$ cat src/rtl/ovl_pkg.sv
`timescale 1ns/1ps
package ovl_pkg;
  typedef enum logic {
    UNIT_FIRST  = 1'b0,
    UNIT_SECOND = 1'b1
  } unit_e;

  localparam int NUM_UNITS = 2;
endpackage

$ cat src/rtl/ovl_unit_slot.sv
`timescale 1ns/1ps
module ovl_unit_slot #(
  parameter int CYC_W = 16
) (
  input  logic             clk,
  input  logic             rst,
  input  logic [CYC_W-1:0] now,
  input  logic             take,
  input  logic [CYC_W-1:0] rel_in,
  output logic             free
);
  logic             busy_q;
  logic [CYC_W-1:0] rel_q;

  // free when idle or when the held instruction releases in this cycle
  assign free = !busy_q || (rel_q == now);

  always_ff @(posedge clk) begin
    if (rst) begin
      busy_q <= 1'b0;
      rel_q  <= '0;
    end else if (take) begin
      busy_q <= 1'b1;
      rel_q  <= rel_in;
    end else if (busy_q && rel_q == now) begin
      busy_q <= 1'b0;
    end
  end
endmodule

$ cat src/rtl/ovl_issue_select.sv
`timescale 1ns/1ps
module ovl_issue_select
  import ovl_pkg::*;
(
  input  logic  in_valid,
  input  logic  stopped,
  input  logic  cap_first,
  input  logic  free_first,
  input  logic  free_second,
  input  logic  dep_ok,
  output logic  ready,
  output logic  fire,
  output unit_e pick,
  output logic  take_first,
  output logic  take_second
);
  logic unit_ok;

  always_comb begin
    if (cap_first) begin
      unit_ok = free_first || free_second;
      pick    = free_first ? UNIT_FIRST : UNIT_SECOND;
    end else begin
      unit_ok = free_second;
      pick    = UNIT_SECOND;
    end
  end

  assign ready       = !stopped && dep_ok && unit_ok;
  assign fire        = in_valid && ready;
  assign take_first  = fire && (pick == UNIT_FIRST);
  assign take_second = fire && (pick == UNIT_SECOND);
endmodule

$ cat src/rtl/ovl_rel_table.sv
`timescale 1ns/1ps
module ovl_rel_table #(
  parameter int DEPTH = 16,
  parameter int CYC_W = 16,
  localparam int ID_W = $clog2(DEPTH)
) (
  input  logic             clk,
  input  logic             rst,
  input  logic             we,
  input  logic [ID_W-1:0]  waddr,
  input  logic [CYC_W-1:0] wdata,
  input  logic [ID_W-1:0]  raddr,
  output logic             rvalid,
  output logic [CYC_W-1:0] rdata
);
  logic [CYC_W-1:0] mem [DEPTH];
  logic [DEPTH-1:0] vld_q;

  // release-time storage, no reset, so it maps to distributed RAM
  always_ff @(posedge clk) begin
    if (we) mem[waddr] <= wdata;
  end

  always_ff @(posedge clk) begin
    if (rst)     vld_q <= '0;
    else if (we) vld_q[waddr] <= 1'b1;
  end

  assign rdata  = mem[raddr];
  assign rvalid = vld_q[raddr];
endmodule

$ cat src/rtl/ovl_issue_pair.sv
`timescale 1ns/1ps
module ovl_issue_pair
  import ovl_pkg::*;
#(
  parameter int CLS_W     = 4,
  parameter int LAT_W     = 4,
  parameter int CYC_W     = 16,
  parameter int MAX_INSTR = 16,
  localparam int ID_W     = $clog2(MAX_INSTR),
  localparam int CAP_BIT  = CLS_W - 1
) (
  input  logic             clk,
  input  logic             rst,
  input  logic             in_valid,
  output logic             in_ready,
  input  logic [CLS_W-1:0] in_class,
  input  logic [LAT_W-1:0] in_lat,
  input  logic             in_dep_en,
  input  logic [ID_W-1:0]  in_dep_id,
  input  logic             in_last,
  output logic             rpt_valid,
  output logic [ID_W-1:0]  rpt_id,
  output logic             rpt_unit,
  output logic [CLS_W-1:0] rpt_class,
  output logic [CYC_W-1:0] rpt_entry,
  output logic [CYC_W-1:0] rpt_release,
  output logic             done,
  output logic [CYC_W-1:0] total_cycles
);
  logic [CYC_W-1:0] now_q;
  logic [ID_W-1:0]  id_q;
  logic             stopped_q;
  logic [CYC_W-1:0] max_rel_q;
  logic             done_q;
  logic [CYC_W-1:0] total_q;

  logic [CYC_W-1:0] lat_eff;
  logic [CYC_W-1:0] rel_new;
  logic             dep_vld;
  logic [CYC_W-1:0] dep_rel;
  logic             dep_ok;
  logic             fire;
  unit_e            pick;
  logic             take_a, take_b;
  logic             free_a, free_b;
  logic [NUM_UNITS-1:0] take_vec, free_vec;

  assign lat_eff = (in_lat == '0) ? CYC_W'(1) : CYC_W'(in_lat);
  assign rel_new = now_q + lat_eff;

  ovl_rel_table #(.DEPTH(MAX_INSTR), .CYC_W(CYC_W)) u_table (
    .clk    (clk),
    .rst    (rst),
    .we     (fire),
    .waddr  (id_q),
    .wdata  (rel_new),
    .raddr  (in_dep_id),
    .rvalid (dep_vld),
    .rdata  (dep_rel)
  );

  assign dep_ok = !in_dep_en || (dep_vld && (dep_rel <= now_q));

  ovl_issue_select u_sel (
    .in_valid    (in_valid),
    .stopped     (stopped_q),
    .cap_first   (in_class[CAP_BIT]),
    .free_first  (free_a),
    .free_second (free_b),
    .dep_ok      (dep_ok),
    .ready       (in_ready),
    .fire        (fire),
    .pick        (pick),
    .take_first  (take_a),
    .take_second (take_b)
  );

  assign take_vec = {take_b, take_a};

  for (genvar u = 0; u < NUM_UNITS; u++) begin : g_unit
    ovl_unit_slot #(.CYC_W(CYC_W)) u_slot (
      .clk    (clk),
      .rst    (rst),
      .now    (now_q),
      .take   (take_vec[u]),
      .rel_in (rel_new),
      .free   (free_vec[u])
    );
  end

  assign free_a = free_vec[0];
  assign free_b = free_vec[1];

  always_ff @(posedge clk) begin
    if (rst) begin
      now_q     <= '0;
      id_q      <= '0;
      stopped_q <= 1'b0;
      max_rel_q <= '0;
      done_q    <= 1'b0;
      total_q   <= '0;
    end else begin
      now_q <= now_q + 1'b1;
      if (fire) begin
        id_q <= id_q + 1'b1;
        if (in_last || id_q == ID_W'(MAX_INSTR - 1)) stopped_q <= 1'b1;
        if (rel_new > max_rel_q) max_rel_q <= rel_new;
      end
      if (stopped_q && !done_q && now_q >= max_rel_q) begin
        done_q  <= 1'b1;
        total_q <= max_rel_q;
      end
    end
  end

  always_ff @(posedge clk) begin
    if (rst) begin
      rpt_valid   <= 1'b0;
      rpt_id      <= '0;
      rpt_unit    <= 1'b0;
      rpt_class   <= '0;
      rpt_entry   <= '0;
      rpt_release <= '0;
    end else begin
      rpt_valid <= fire;
      if (fire) begin
        rpt_id      <= id_q;
        rpt_unit    <= pick;
        rpt_class   <= in_class;
        rpt_entry   <= now_q;
        rpt_release <= rel_new;
      end
    end
  end

  assign done         = done_q;
  assign total_cycles = total_q;
endmodule

$ cat config.mk
export PLATFORM = sky130hd
export DESIGN_NAME = ovl_issue_pair
export DESIGN_NICKNAME = d
export VERILOG_FILES = /design/src/rtl/ovl_pkg.sv /design/src/rtl/ovl_unit_slot.sv /design/src/rtl/ovl_issue_select.sv /design/src/rtl/ovl_rel_table.sv /design/src/rtl/ovl_issue_pair.sv
export SDC_FILE = /design/constraint.sdc
export NUM_CORES = 1
export LEC_CHECK = 0
export ABC_AREA = 1
export BUFFER_PORTS_ARGS = -buffer_cell sky130_fd_sc_hd__buf_2
export CAP_MARGIN = 20
export CORE_UTILIZATION = 60
export CTS_CLUSTER_SIZE = 16
export DETAILED_ROUTE_END_ITERATION = 10
export PLACE_DENSITY = 0.77
export SLEW_MARGIN = 15
export SYNTH_ARGS = -nofsm -noshare
export SYNTH_HDL_FRONTEND = slang
export SYNTH_SLANG_ARGS = --single-unit
$ cat constraint.sdc
create_clock -name clk -period 10.2 [get_ports clk]
set_input_delay 0.51 -clock clk [delete_from_list [all_inputs] [get_ports clk]]
set_output_delay 0.51 -clock clk [all_outputs]
set_load 0.01 [all_outputs]
# Word-level counts from Yosys, hierarchy flattened
# Memory sizes are Yosys's and may differ from the RTL's.
# Index checks and enable logic that the tools add are counted.
[classes]
mux = 14
n_lt_le_gt_ge = 6
bitwise_logic = 2
n_addsub = 3
n_reduce_logical = 26
eq_ne = 3
[ops]
columns = ["cell", "count"]
rows = [
  ["16-bit == test", 2],
  ["16-bit by 1-bit adder with 16-bit output, second input constant", 1],
  ["16-bit by 4-bit adder with 16-bit output", 1],
  ["16-bit >= comparator", 1],
  ["16-bit > comparator", 1],
  ["16-bit less-or-equal comparator", 1],
  ["16-bit bitwise OR", 1],
  ["1-bit logical AND", 11],
  ["1-bit two-way mux", 11],
  ["4-bit by 5-bit < comparator with 1-bit output, second input constant", 2],
  ["1-bit logical NOT", 5],
  ["1-bit logical OR", 5],
  ["4-bit by 1-bit adder with 4-bit output, second input constant", 1],
  ["1-bit binary-select mux with 4-bit select", 1],
  ["1-bit demux with 4-bit select", 1],
  ["4-bit == test, second input constant", 1],
  ["4-bit by 1-bit >= comparator with 1-bit output, second input constant", 1],
  ["4-bit logical NOT", 1],
  ["4-bit two-way mux", 1],
  ["2-bit AND reduction", 2],
  ["2-bit nonzero test", 2],
  ["1-bit NOT", 1],
]
[word_totals]
out_inout_bits = 60
mem_count = 1
word_cells = 72
mem_bits_rw = 256
regBits = 146
[mem_list]
columns = ["memory", "depth", "width", "rd", "rd_clocked_by_memory_dff", "wr", "line", "text"]
rows = [
  ["u_table.mem", 16, 16, 1, 0, 1, "ovl_rel_table.sv:16", "logic [CYC_W-1:0] mem [DEPTH];"],
]

# Depth between registers and ports, before layout
[depth]
ltp_word = 9
depth_mapped = 28

# Modules after synthesis
# Synthesis repeated with hierarchy kept, for this count alone.
[hier_totals]
hier_cells = 2222
area_unflattened_um2 = 19025.7
[modules_own_cells]
columns = ["module", "cells_each", "n_inst", "seq_area_each_um2", "area_per_inst_um2"]
rows = [
  ["ovl_rel_table", 1165, 1, 8007.7, 11702.5],
  ["ovl_issue_pair", 742, 1, 1921.8, 5387.7],
  ["ovl_unit_slot", 152, 2, 340.3, 934.6],
  ["ovl_issue_select", 11, 1, 0.0, 66.3],
]

# Least setup slack after synthesis
# No wires, ideal clock.
[synth_path]
path_kind = "input-to-reg"
start = "input port in_lat[3]"
end = "register max_rel_q[7]"
cell_stages = 19
t_required_ns = 10.085
t_arrival_ns = 3.941
setup_time_ns = 0.115
setup_slack_ns = 6.144
cell_sequence = "nor3_1 -> or2_2 -> ha_1 -> fa_1 -> nand3_1 -> nand3_1 -> nand2_1 -> nor2_1 -> nand2_1 -> xor2_1 -> ha_1 -> a21oi_1 -> o21ai_0 -> a21oi_1 -> a21oi_1 -> nand4_2 -> clkbuf_1 -> nor2_1 -> nor2_1"
[synth_via]
elab_chain_cells = 5
[synth_lines]
columns = ["element", "line", "text"]
rows = [
  ["start: declaration", "ovl_issue_pair.sv:17", "input logic [LAT_W-1:0] in_lat,"],
  ["4-bit logical NOT", "ovl_issue_pair.sv:48", "assign lat_eff = (in_lat == '0) ? CYC_W'(1) : CYC_W'(in_lat);"],
  ["4-bit two-way mux (*)", "ovl_issue_pair.sv:48", ""],
  ["16-bit by 4-bit adder with 16-bit output (*)", "ovl_issue_pair.sv:49", "assign rel_new = now_q + lat_eff;"],
  ["named net g_unit[0].u_slot.rel_in[8]", "ovl_unit_slot.sv:9", "input logic [CYC_W-1:0] rel_in,"],
  ["16-bit > comparator (*)", "ovl_issue_pair.sv:107", "if (rel_new > max_rel_q) max_rel_q <= rel_new;"],
  ["2-bit AND reduction (no line) (*)", "--", ""],
  ["end signal: assignment", "ovl_issue_pair.sv:107", ""],
  ["end: declaration", "ovl_issue_pair.sv:33", "logic [CYC_W-1:0] max_rel_q;"],
]
# Mark *: on every way through the listed nets, which the timed path passes. The rest lies on a longest branch.
# A chain may end at the register's enable or synchronous reset.

# Worst setup path in the final report
[layout_path]
start = "register now_q[0]"
end = "register max_rel_q[8]"
[layout_via]
elab_cells_between_ends = 15
[layout_lines]
columns = ["element", "line", "text"]
rows = [
  ["start: declaration", "ovl_issue_pair.sv:30", "logic [CYC_W-1:0] now_q;"],
  ["start signal: assignment", "ovl_issue_pair.sv:103", "now_q <= now_q + 1'b1;"],
  ["16-bit by 4-bit adder with 16-bit output", "ovl_issue_pair.sv:49", ""],
  ["named net g_unit[0].u_slot.rel_in[10]", "ovl_unit_slot.sv:9", ""],
  ["16-bit > comparator", "ovl_issue_pair.sv:107", ""],
  ["2-bit AND reduction (no line)", "--", ""],
]
# The timed path passes the listed nets, and every way through them passes these cells.

==> flow_metrics.py <==
metrics = {
    "outcome": {
        "status": "finished clean",
    },
    "floorplan": {
        "die_area_sq_um": 30500,
        "core.rowCount": 62,
        "dieHeight_um": 175,
        "die_x_um": 175,
        "num_io_pins": 77,
        "core_sq_um": 29000,
        "start_util_pct": 61.7,
    },
    "logic_synthesis": {
        "syn_nets": 1908,
        "ys_seq_area_share_pct": 59.3,
        "postSynthCellCount": 1833,
        "async_flop_share_pct": 0,
        "ys_seq_elements": 402,
        "synth.area.top_cells": "edfxtp_1, dfxtp_1, nand2_1",
        "synth_top_area_cell": "edfxtp_1",
        "synth_cell_types": 31,
        "synth-main-ff-cell": "edfxtp_1",
        "synth_edf_count": 256,
        "yosysTopAreaCellShare_pct": 43.0,
        "avgSynthCellArea_sq_um": 9.76,
        "synth_area_sq_um": 17900,
        "yosysWarnings": 0,
    },
    "detailed_routing": {
        "drc": 0,
        "first_iter_violations": 2048,
        "ant_nets": 0,
        "firstDrtPassIters": 7,
        "via_count": 13700,
        "vias_per_cell": 5.97,
        "wire_per_inst_um": 21.4,
        "drt_wl_total_um": 49100,
    },
    "critical_path": {
        "r2r_start": "now_q[0]$_SDFF_PP0_",
        "cp_slowest_cell": "nand4_2",
        "crit_fanout": 27,
        "cp_top_family": "simple AND/OR/NAND/NOR gates",
        "cp.required_ns": 10.67,
        "path_class": "reg -> reg",
        "endpoint_kind": "register",
        "crit_chain": "ha_1, fa_1, nand3_1, nand3_1, nand2_1, nor2_1, nand2_1, nor3_1, xor2_1, inv_1, ha_1, nand2_1, o21ai_0, a21oi_1, a21oi_1, nand4_2, nand2_1, nand2_1, nor2_1",
        "critPathBufInv": 1,
        "cp.arrival_ns": 6.33,
        "path_common_cell": "nand2_1",
        "critPathMaxStageDelay_ns": 0.74,
        "cp-startpoint": "now_q[0]$_SDFF_PP0_",
        "start_kind": "register",
    },
    "timing": {
        "whs_ns": 0.219,
        "setup_viol": 0,
        "tns_ns": 0,
        "hold_violations": 0,
        "finalMaxSlewViolations": 0,
        "min_period_over_period_pct": 57.4,
        "finClkSkew_ns": 0.0251,
        "fin_ws_ns": 4.34,
        "worst_pin_slew_ns": 1.18,
        "rsz0062_at_grt": "false",
        "timing.fmax_mhz": 171,
        "finalCriticalPeriod_ns": 5.86,
        "slew_headroom_pct": 21.0,
    },
    "global_routing": {
        "grt_pass1_vias": 12700,
        "overflow": 0,
        "grt_pass1_wl_um": 73400,
        "antenna_found_initial": 0,
        "grt_max_degree": 108,
        "grt_usage_pct": 32.0,
    },
    "place": {
        "dpl.hpwl_um": 30400,
        "dp_slack_ns": 4.19,
        "gp_congestion": 1.01,
        "portBuffers": 76,
    },
    "job": {
        "max_cap_violations": 0,
    },
    "cts": {
        "clock_sinks": 402,
        "post-cts-setup-buffer-count": 0,
        "cts_resized": 0,
        "clk_pin_slew_worst_paths_ns": 0.07,
        "cts_tree": "yes",
        "cts_root_buf": "clkbuf_16",
        "insertion_delay_ns": 0.55,
        "cts_made_buffers": 41,
        "clockBufferDepth": 3,
        "hold_buffers": 0,
        "htree_levels": 2,
    },
    "finish": {
        "drive_above_1_share_pct": 9.83,
        "antenna_cells": 0,
        "finalNetCount": 1955,
        "area_delta_synth_final_pct": 12.1,
    },
    "worst_hold_path": {
        "hold_start": "in_class[0]",
        "hold_path_class": "in -> reg",
    },
    "pwr": {
        "powerDensity_nw_per_um2": 207,
        "power_leakage_nw": 8.27,
        "vdd_drop_max_mv": 0.154,
    },
}
final cells by class:
cell class	count	area, sq um
multi-input cells	1106	6020
inverters	231	867
flip-flops and latches	402	10600
clock inverters	24	325
fillers	2143	8950
clock buffers	52	1160
well taps	384	480
repair buffers	98	599
stage by stage:
| step | util (%) | instance area (sq um) | instances | total power (W) |
|---|---|---|---|---|
| after floorplan | - | 17900 | 1833 | 0.00233 |
| after global routing | 69.2 | 20100 | 2297 | 0.00430 |
| after detailed placement | 63.8 | 18500 | 2218 | 0.00252 |
| after global placement | 63.8 | 18500 | 2218 | 0.00249 |
| final | 69.2 | 20100 | 2297 | 0.00415 |
| after CTS | 68.9 | 20000 | 2294 | 0.00414 |
cell usage in the layout (no fill, tap or decap), drive strengths merged, types with 2 or more instances in the layout:
cell	n
clkbuf	52
bufinv	8
nand4	26
ha	57
buf	98
o21ai	119
nor3	5
or2	2
clkinv	15
nor2	139
dfxtp	146
nor4	3
nand3	35
a21oi	184
o211ai	71
inv	231
mux2i	64
xor2	15
edfxtp	256
nand2	368
xnor2	14
logic make-up after synthesis:
family	after synthesis	synth area share, %
simple gates	578	12.9
flops	402	59.3
compound gates	377	11.6
buf+inv	325	7.08
mux	64	3.58
fa+ha+maj	58	4.10
xor+xnor	29	1.42
tightest hold or removal path, stage by stage:
cell and delay [ns]:
buf_2 0.10, nand2_1 0.05, a21oi_1 0.05
final timing paths:
kind / end / slack (ns) / depth (start not counted)
min reg2reg: u_table.vld_q[8]$_SDFFE_PP0N_ / 0.45 / 2
min: rpt_class[0]$_SDFFE_PP0N_ / 0.22 / 3
max reg2reg: max_rel_q[8]$_SDFFE_PP0P_ / 4.34 / 19
max: max_rel_q[8]$_SDFFE_PP0P_ / 4.34 / 19
report_power, final:
part           leakage (nW)  internal [W]  switching (W)
clock network         0.734       0.00101       0.000632
logic                  4.00      0.000210       0.000460
registers              3.54       0.00180      0.0000327
sequential cells by signal, summed over array words and instances (netlist names):
signal,flops
g_unit.u_slot.rel_q,32
rpt_entry,16
id_q,4
g_unit.u_slot.busy_q,2
now_q,16
u_table.mem,256
rpt_id,4
done,1
max_rel_q,16
rpt_unit,1
rpt_valid,1
total_cycles,16
rpt_class,4
rpt_release,16
stopped_q,1
u_table.vld_q,16
routing by layer:
layer  routed length (um)  global-route usage (%)
met1                20300                    46.1
met2                21300                    46.7
met3                 5110                    5.85
met4                 2350                    16.1
met5                    0                       0
synth_stat cells (all sizes together), types with 26 or more instances:
master	n
nand2	368
edfxtp	256
inv	229
a21oi	184
dfxtp	146
nor2	139
o21ai	119
o211ai	71
mux2i	64
ha	57
buf	47
clkbuf	47
nand3	35
nand4	26
No activity file was read; power rests on OpenSTA's default activity.
